[src/rtl/tck_pkg.sv]
package tck_pkg;
  typedef enum logic {
    MODE_RELOAD  = 1'b0,
    MODE_CAPTURE = 1'b1
  } tmr_mode_e;

  function automatic int unsigned cnt_bits(int unsigned n);
    return (n > 1) ? $clog2(n) : 1;
  endfunction
endpackage

[src/rtl/tck_sync_fall.sv]
module tck_sync_fall #(
  parameter int unsigned STAGES = 2
) (
  input  logic clk_i,
  input  logic rst_ni,
  input  logic pin_i,
  output logic fall_o
);
  logic [STAGES:0] sh_q;

  always_ff @(posedge clk_i or negedge rst_ni) begin
    if (!rst_ni) sh_q <= '0;
    else         sh_q <= {sh_q[STAGES-1:0], pin_i};
  end

  // previous synced level high, current low
  assign fall_o = sh_q[STAGES] & ~sh_q[STAGES-1];
endmodule

[src/rtl/tck_prescale.sv]
module tck_prescale #(
  parameter int unsigned DIV = 12
) (
  input  logic clk_i,
  input  logic rst_ni,
  output logic pulse_o
);
  localparam int unsigned PW = tck_pkg::cnt_bits(DIV);

  generate
    if (DIV <= 1) begin : g_bypass
      assign pulse_o = 1'b1;
    end else begin : g_div
      localparam logic [PW-1:0] LAST = PW'(DIV - 1);
      logic [PW-1:0] pre_q;
      always_ff @(posedge clk_i or negedge rst_ni) begin
        if (!rst_ni)           pre_q <= '0;
        else if (pre_q == LAST) pre_q <= '0;
        else                   pre_q <= pre_q + 1'b1;
      end
      assign pulse_o = (pre_q == LAST);
    end
  endgenerate
endmodule

[src/rtl/tck_sticky.sv]
module tck_sticky (
  input  logic clk_i,
  input  logic rst_ni,
  input  logic set_i,
  input  logic clr_i,
  output logic q_o
);
  always_ff @(posedge clk_i or negedge rst_ni) begin
    if (!rst_ni)    q_o <= 1'b0;
    else if (set_i) q_o <= 1'b1;
    else if (clr_i) q_o <= 1'b0;
  end

  p_hold_r7: assert property (@(posedge clk_i) disable iff (!rst_ni)
    (q_o && !clr_i) |=> q_o);
  p_set_wins_r7: assert property (@(posedge clk_i) disable iff (!rst_ni)
    set_i |=> q_o);
endmodule

[src/rtl/cap_reload_timer.sv]
module cap_reload_timer #(
  parameter int unsigned WIDTH       = 16,
  parameter int unsigned DIV         = 12,
  parameter int unsigned SYNC_STAGES = 2
) (
  input  logic             clk_i,
  input  logic             rst_ni,
  input  logic             run_i,
  input  logic             cnt_sel_i,
  input  logic             fast_clk_i,
  input  logic             mode_cap_i,
  input  logic             ext_en_i,
  input  logic             irq_en_i,
  input  logic             cnt_pin_i,
  input  logic             cap_pin_i,
  input  logic             wr_cnt_i,
  input  logic [WIDTH-1:0] wr_cnt_data_i,
  input  logic             wr_reg_i,
  input  logic [WIDTH-1:0] wr_reg_data_i,
  input  logic             clr_ovf_i,
  input  logic             clr_ext_i,
  output logic [WIDTH-1:0] count_o,
  output logic [WIDTH-1:0] reg_o,
  output logic             ovf_flag_o,
  output logic             ext_flag_o,
  output logic             irq_o
);
  import tck_pkg::*;

  localparam logic [WIDTH-1:0] CNT_MAX = '1;

  tmr_mode_e       mode;
  logic            cnt_fall, cap_fall, pre_pulse;
  logic            tick, wrap, cap_evt;
  logic [WIDTH-1:0] count_q, reg_q;

  assign mode = tmr_mode_e'(mode_cap_i);

  tck_sync_fall #(.STAGES(SYNC_STAGES)) u_cnt_sync (
    .clk_i(clk_i), .rst_ni(rst_ni), .pin_i(cnt_pin_i), .fall_o(cnt_fall));
  tck_sync_fall #(.STAGES(SYNC_STAGES)) u_cap_sync (
    .clk_i(clk_i), .rst_ni(rst_ni), .pin_i(cap_pin_i), .fall_o(cap_fall));
  tck_prescale #(.DIV(DIV)) u_pre (
    .clk_i(clk_i), .rst_ni(rst_ni), .pulse_o(pre_pulse));

  assign tick    = run_i & (cnt_sel_i ? cnt_fall : (fast_clk_i | pre_pulse));
  assign wrap    = tick & (count_q == CNT_MAX);
  assign cap_evt = ext_en_i & cap_fall;

  always_ff @(posedge clk_i or negedge rst_ni) begin
    if (!rst_ni)       count_q <= '0;
    else if (wr_cnt_i) count_q <= wr_cnt_data_i;
    else if (wrap)     count_q <= (mode == MODE_CAPTURE) ? '0 : reg_q;
    else if (tick)     count_q <= count_q + 1'b1;
  end

  // capture takes the pre-increment count
  always_ff @(posedge clk_i or negedge rst_ni) begin
    if (!rst_ni)                               reg_q <= '0;
    else if (wr_reg_i)                         reg_q <= wr_reg_data_i;
    else if (cap_evt && mode == MODE_CAPTURE)  reg_q <= count_q;
  end

  tck_sticky u_ovf (
    .clk_i(clk_i), .rst_ni(rst_ni), .set_i(wrap), .clr_i(clr_ovf_i), .q_o(ovf_flag_o));
  tck_sticky u_ext (
    .clk_i(clk_i), .rst_ni(rst_ni), .set_i(cap_evt), .clr_i(clr_ext_i), .q_o(ext_flag_o));

  assign irq_o   = irq_en_i & (ovf_flag_o | ext_flag_o);
  assign count_o = count_q;
  assign reg_o   = reg_q;

  p_hold_r1: assert property (@(posedge clk_i) disable iff (!rst_ni)
    (!run_i && !wr_cnt_i) |=> $stable(count_q));
  p_ovf_from_max_r2: assert property (@(posedge clk_i) disable iff (!rst_ni)
    $rose(ovf_flag_o) |-> ($past(count_q) == CNT_MAX));
  p_ext_needs_en_r4: assert property (@(posedge clk_i) disable iff (!rst_ni)
    $rose(ext_flag_o) |-> $past(ext_en_i));
  p_reg_ignored_r5: assert property (@(posedge clk_i) disable iff (!rst_ni)
    ((!ext_en_i || !mode_cap_i) && !wr_reg_i) |=> $stable(reg_q));
  p_reset_r10: assert property (@(posedge clk_i)
    !rst_ni |-> (count_q == '0 && !irq_o));
endmodule

[config.mk]
export PLATFORM = sky130hd
export DESIGN_NAME = cap_reload_timer
export DESIGN_NICKNAME = d
export VERILOG_FILES = /design/src/rtl/tck_pkg.sv /design/src/rtl/tck_sync_fall.sv /design/src/rtl/tck_prescale.sv /design/src/rtl/tck_sticky.sv /design/src/rtl/cap_reload_timer.sv
export SDC_FILE = /design/constraint.sdc
export NUM_CORES = 1
export LEC_CHECK = 0
export CAP_MARGIN = 15
export CORE_MARGIN = 1
export CORE_UTILIZATION = 48
export CTS_BUF_LIST = sky130_fd_sc_hd__clkbuf_4 sky130_fd_sc_hd__clkbuf_8
export CTS_CLUSTER_SIZE = 10
export DETAILED_ROUTE_END_ITERATION = 6
export GPL_TIMING_DRIVEN = 0
export HOLD_SLACK_MARGIN = 0.15
export PLACE_DENSITY = 0.88
export SYNTH_ARGS = -nofsm -noshare
export SYNTH_HDL_FRONTEND = slang
export SYNTH_SLANG_ARGS = --single-unit
[constraint.sdc]
create_clock -name clk_i -period 2.2 [get_ports clk_i]
set_input_delay 0.22 -clock clk_i [delete_from_list [all_inputs] [get_ports clk_i]]
set_output_delay 0.22 -clock clk_i [all_outputs]
set_load 0.005 [all_outputs]
==> reports/summary.txt, run 1 <==
Gate Count Post-Synth - 259
net count reported at finish - 402
I/O pin total - 81
Initial Util - 0.5120
slowest library cell on the worst path - or4_4
total track usage - 0.2841
worst reg2reg path depth - 7
sinks on the clock net - 44
clock latency on the worst-skew pair - 300 ps
max-slew violation count - 0
leakage - 1.503 nW
GRT met1 Usage - 0.3947
Design Power - 0.002011 W
die area - 0.005463 sq mm
clk buf depth - 2
Post-synth top flop - dfrtp_1
met3 Usage GRT - 0.04115
Final Hold Vio Count - 0
max frequency - 0.4578 GHz
initial antenna violation count - 0
GR Util met2 - 0.4525
most common cell after layout, fill and taps aside - clkdlybuf4s50_1
GRT busiest layer - met2
worst path cell trace - nand2_1, or4_4, nor4_4, buf_4, buf_2, mux2i_1, o21ai_0
Yosys reg bits - 44
pre-CTS WS - -235.3 ps
total number of vias - 2412
H-tree levels - 2
R2R setup slack - 20 ps
CP startpoint kind - register
Critical Path Sink Type - register
Rows - 25
status - finished, final reports clean
n_diodes - 0
max-cap viol count - 0
post-synth top area share - 0.4435
Register Area - 0.001107 sq mm
Detail Route Antenna Nets - 0
DP Wirelength - 5291 microns
Worst-path clk slew - 80 ps
Unique masters post-synth - 51
Slew HR - 0.6180
synth top area cells - dfrtp_1 (44%), mux2i_1 (8.1%), nand2_1 (5.9%)
ys async rst share - 1.000
WL per Instance - 17.41 microns
Hold Path End - count_o[11]
TritonCTS buffer count - 5
Worst-Margin Slew - 573.0 ps
Syn Nets - 307
biggest cell delay along the critical path - 580 ps
core box area - 0.004848 sq mm
first-pass GRT wire length - 11490 microns
CTS tree - done
layout cells sized above 1 - 0.1296
HP Class - in -> reg
most frequent cells in the layout - clkdlybuf4s50_1 (78), nand2_1 (39), dfrtp_1 (39)
cell taking the most area after synthesis - dfrtp_1
Seq/Total Area, Yosys - 0.4435
Finish-stage setup viols - 0
Setup CP Type - reg -> reg
R2R Path Start - count_o[11]
total negative slack - 0 ps
vias in the first global route - 2286
number of fill cells in the layout - 342
Synth warnings - 0
Post-Route WL - 7346 microns
Final min period - 2184 ps
P&R area growth vs syn - 44.15%
syn_area_per_cell - 9.584 sq um
Residual DRC - 0
EDFF count, synth - 0
cell family with most CP delay - simple AND/OR/NAND/NOR gates
multi-input logic area - 0.001282 sq mm
die height - 73.92 microns
Vias/cell - 5.716
routability cong. - 0.8858
WHS Path Cells - 4
crit path DAT - 2360 ps
CP Max Fanout - 6
Worst EP required - 2380 ps
Pwr Density - 562.0 mW/mm^2
Die W - 73.92 microns
Clock Skews - 7.333 ps
fin crit share - 0.9928
Setup WS post-layout - 15.80 ps
gr ovfl total - 0
HP Start - wr_cnt_i
CTS Root Cell - clkbuf_8
Peak supply drop - 0.4084 mV
largest net degree at the start of global routing - 26
port buffer count - 79
Pre-Repair DR Iteration Count - 4
mapped cell area - 0.002482 sq mm
worst path bufs/invs - 2
RR Endpoint - count_o[1]
drt initial violations - 203
[routing by layer]
layer	part of all wire	vias to the layer above	wire [microns]
li1	-	1120	-
met1	0.42	1149	3054
met2	0.49	127	3565
met3	0.076	16	559
met4	0.023	0	166
met5	0	-	0
[cell families (layout without fill, tap and decap cells)]
group	count (synthesis)	after routing	share of synthesized area
and+or+nand+nor	101	101	0.2238
AOI/OAI and AO/OA	62	62	0.1537
DFF	44	44	0.4435
muxes	21	21	0.08518
buffers and inverters	20	116	0.05191
xor gates and xnor gates	9	9	0.03175
adders and majority gates	2	2	0.01008
[worst max path at each step]
stage,cells past startpoint,end,slack (ps),start
after CTS,8,count_o[1],6,count_o[7]
after global placement,1,count_o[7],-190,rst_ni
after floorplan,7,count_o[1],130,count_o[1]
after detailed placement,7,reg_o[10],-240,mode_cap_i
after global routing,7,count_o[1],-50,count_o[11]
final,7,count_o[1],20,count_o[11]
[cells in the mapped netlist, types with 3 or more instances]
cell type	instances
and3_1	3
mux2i_1	20
nand4_1	4
nor3b_1	6
buf_6	3
a211oi_1	4
clkbuf_1	6
nor3_1	4
nor2b_1	6
clkbuf_8	3
xor2_1	4
o21ai_0	23
a21oi_1	13
dfrtp_1	44
o31ai_1	7
nand2_1	39
nand3_1	5
nand2b_1	6
xnor2_1	5
inv_1	6
nor2_1	11
a31oi_1	3
[cell type report]
class,count,area share
Buffer,13,0.02902
Clock inverter,2,0.004196
Inverter,6,0.006294
Tap cell,67,0.02343
Timing Repair Buffer,89,0.2462
Sequential cell,44,0.3094
Multi-Input combinational cell,195,0.3584
Clock buffer,6,0.02308
[through the flow]
step           utilization  cell area [sq um]  instances  hold WS, ps
2_1_floorplan            -               2482        259       -75.59
3_3_place_gp        0.6924               3357        405        332.6
3_5_place_dp        0.6970               3379        406        211.7
4_1_cts             0.7306               3542        421        229.3
5_1_grt             0.7381               3578        422        248.1
6_report            0.7381               3578        422        233.8
[registers in the layout, indices dropped and copies added, names as in the netlist]
name               flops
count_o               16
reg_o                 16
u_pre.g_div.pre_q      4
u_cap_sync.sh_q        3
u_cnt_sync.sh_q        3
u_ext.q_o              1
u_ovf.q_o              1
[power breakdown]
| part | switching [W] | leakage (nW) | internal [W] | total [W] |
|---|---|---|---|---|
| clock network | 0.000291 | 0.0434 | 0.000254 | 0.000546 |
| logic | 0.000203 | 0.932 | 0.000293 | 0.000495 |
| registers | 0.0000933 | 0.528 | 0.000877 | 0.000970 |
| total | 0.000587 | 1.50 | 0.00142 | 0.00201 |
[what timing repair did]
item / CTS / global route
resized for setup: 7 / 7
buffers inserted: 5 / 2
pin swaps: 1 / 4
hold endpoints to repair: 19 / 0
cloned: 1 / 0
hold buffers: 1 / 0
setup endpoints to repair: 12 / 20
[worst register-to-register path: stages (launching register included)]
cell,delay [ps]
dfrtp_1,520
nand2_1,160
or4_4,580
nor4_4,180
buf_4,200
buf_2,160
mux2i_1,180
o21ai_0,80
Note: power is estimated with default switching activity, not from simulation.
==> run 2, diff against run 1 <==
GPL_ROUTABILITY_DRIVEN = 0   (was unset)
PLACE_DENSITY = 0.83   (was 0.88)
==> run 2 against run 1 <==
  * Highest routed layer unchanged
  * Clock-buffer cell count did not move
  * Critical path depth rose by 1
  * Via count rose by 3.3%
  * Largest cell class unchanged
  * Critical endpoint unchanged
  * Total power rose by 6.7%
  * Sequential share of layout area fell by 0.76 points
==> reports/summary.txt, run 2 (synthesis gave the netlist of run 1 again) <==
die height - 73.92 microns (unchanged)
max-slew violation count - 0 (unchanged)
Post-Route WL - 7651 microns (was 7346 microns)
max-cap viol count - 0 (unchanged)
most frequent cells in the layout - clkdlybuf4s50_1 (78), nand2_1 (39), dfrtp_1 (35) (was clkdlybuf4s50_1 (78), nand2_1 (39), dfrtp_1 (39))
Critical Path Sink Type - register (unchanged)
cell family with most CP delay - simple AND/OR/NAND/NOR gates (unchanged)
Seq pwr share - 0.453 (was 0.482)
Finish-stage setup viols - 0 (unchanged)
port buffer count - 79 (unchanged)
Setup WS post-layout - 90.80 ps (was 15.80 ps)
largest net degree at the start of global routing - 24 (was 26)
clk buf depth - 2 (unchanged)
biggest cell delay along the critical path - 580 ps (about the same)
gr ovfl total - 0 (unchanged)
Peak supply drop - 0.3477 mV (was 0.4084 mV)
Design Power - 0.002146 W (was 0.002011 W)
Internal - 0.001550 W (was 0.001424 W)
H-tree levels - 2 (unchanged)
max frequency - 0.4741 GHz (was 0.4578 GHz)
crit path DAT - 2300 ps (was 2360 ps)
Setup CP Type - reg -> reg (unchanged)
slowest library cell on the worst path - or4_4 (unchanged)
Comb pwr share - 0.252 (was 0.246)
Residual DRC - 0 (unchanged)
Initial Util - 0.5120 (unchanged)
initial antenna violation count - 0 (unchanged)
layout cells sized above 1 - 0.1671 (was 0.1296)
post-route insts no fill - 432 (was 422)
Net Switching - 0.0005968 W (was 0.0005871 W)
P&R area growth vs syn - 48.44% (was 44.15%)
Clk network pwr share - 0.295 (was 0.271)
pre-CTS WS - -195.1 ps (was -235.3 ps)
status - finished, final reports clean (unchanged)
CTS Root Cell - clkbuf_8 (unchanged)
Slew HR - 0.6364 (was 0.6180)
first-pass GRT wire length - 11650 microns (was 11490 microns)
net count reported at finish - 412 (was 402)
n_diodes - 0 (unchanged)
leakage - 1.565 nW (was 1.503 nW)
CP startpoint kind - register (unchanged)
Worst-Margin Slew - 545.3 ps (was 573.0 ps)
CP Max Fanout - 6 (unchanged)
WL per Instance - 17.71 microns (was 17.41 microns)
die area - 0.005463 sq mm (unchanged)
Final Hold Slack - 229.6 ps (was 233.8 ps)
vias in the first global route - 2359 (was 2286)
Worst EP required - 2390 ps (was 2380 ps)
Detail Route Antenna Nets - 0 (unchanged)
Pre-Repair DR Iteration Count - 5 (was 4)
Final Hold Vio Count - 0 (unchanged)
worst path bufs/invs - 3 (was 2)
Clock Skews - 9.970 ps (was 7.333 ps)
Die W - 73.92 microns (unchanged)
DP Wirelength - 5257 microns (was 5291 microns)
I/O pin total - 81 (unchanged)
clock latency on the worst-skew pair - 300 ps (about the same)
most common cell after layout, fill and taps aside - clkdlybuf4s50_1 (unchanged)
Pwr Density - 582.5 mW/mm^2 (was 562.0 mW/mm^2)
TritonCTS buffer count - 5 (unchanged)
total number of vias - 2492 (was 2412)
worst path cell trace - buf_6, nand4_4, or4_4, nor4_4, buf_4, buf_6, mux2i_2, o21ai_1 (was nand2_1, or4_4, nor4_4, buf_4, buf_2, mux2i_1, o21ai_0)
most used cell, CP - buf_6
total track usage - 0.2909 (was 0.2841)
CTS tree - done (unchanged)
core box area - 0.004848 sq mm (unchanged)
switching share of power - 0.2781 (was 0.2919)
Worst-path clk slew - 80 ps (about the same)
total negative slack - 0 ps (unchanged)
Cells after DPL - 406 (unchanged)
sinks on the clock net - 44 (unchanged)
HP Class - in -> reg (unchanged)
Vias/cell - 5.769 (was 5.716)
fin crit share - 0.9587 (was 0.9928)
Rows - 25 (unchanged)
drt initial violations - 213 (was 203)
Final min period - 2109 ps (was 2184 ps)
[run 2: tightest hold or removal path, delay by kind of cell]
kind | cells | cell delay, ps
AOI/OAI and AO/OA | 2 | 100
buffers and inverters | 1 | 110
and+or+nand+nor | 1 | 60
[run 2: timing repair]
action / CTS / global route
hold endpoints to repair: 21 / 0
endpoints found under the setup margin: 10 / 21
buffers inserted: 6 / 11
gates resized for setup: 8 / 12
pin swaps: 3 / 5
hold buffers: 1 / 0
cloned: 1 / 0
[run 2: cell type report]
class                      count  area [sq um]
buffer                        13         103.9
clock buffer                   6         76.32
clock inverter                 2         35.03
fill                         343          1164
inverter                       6         22.52
multi-input combinational    195          1295
sequential                    44          1112
tap                           67         83.83
timing repair buffer          99         955.9
[run 2: path summary, 6_finish.rpt]
kind	from	to	slack (ps)	cells after the start
setup reg to reg	count_o[7]	count_o[1]	90	8
max in group asynchronous	rst_ni	count_o[4]	1270	3
hold reg to reg	u_cnt_sync.sh_q[0]	u_cnt_sync.sh_q[1]	350	0
min in group asynchronous	rst_ni	u_pre.g_div.pre_q[1]	430	2
hold / removal	wr_cnt_i	count_o[8]	230	4
setup / recovery	count_o[7]	count_o[1]	90	8
[run 2: per-layer routing]
metal	part of all wire	GRT usage
met1	0.43	0.3940
met3	0.069	0.05624
met4	0.019	0.08974
met2	0.48	0.4727
met5	0	0
[run 2: metrics by stage]
stage | area [sq um] | utilization
finish | 3685 | 0.7600
floorplan | 2482 | -
global route | 3685 | 0.7600
global placement | 3357 | 0.6924
CTS | 3570 | 0.7363
detailed placement | 3379 | 0.6970
[run 2: power by group through the flow]
stage / Sequential, W / Clock (W) / Combinational, W
finish: 0.000972 / 0.000633 / 0.000541
global route: 0.000981 / 0.000674 / 0.000584
CTS: 0.000966 / 0.000638 / 0.000487
detailed placement: 0.000982 / 0 / 0.000464
global placement: 0.000980 / 0 / 0.000449
floorplan: 0.000960 / 0 / 0.000188
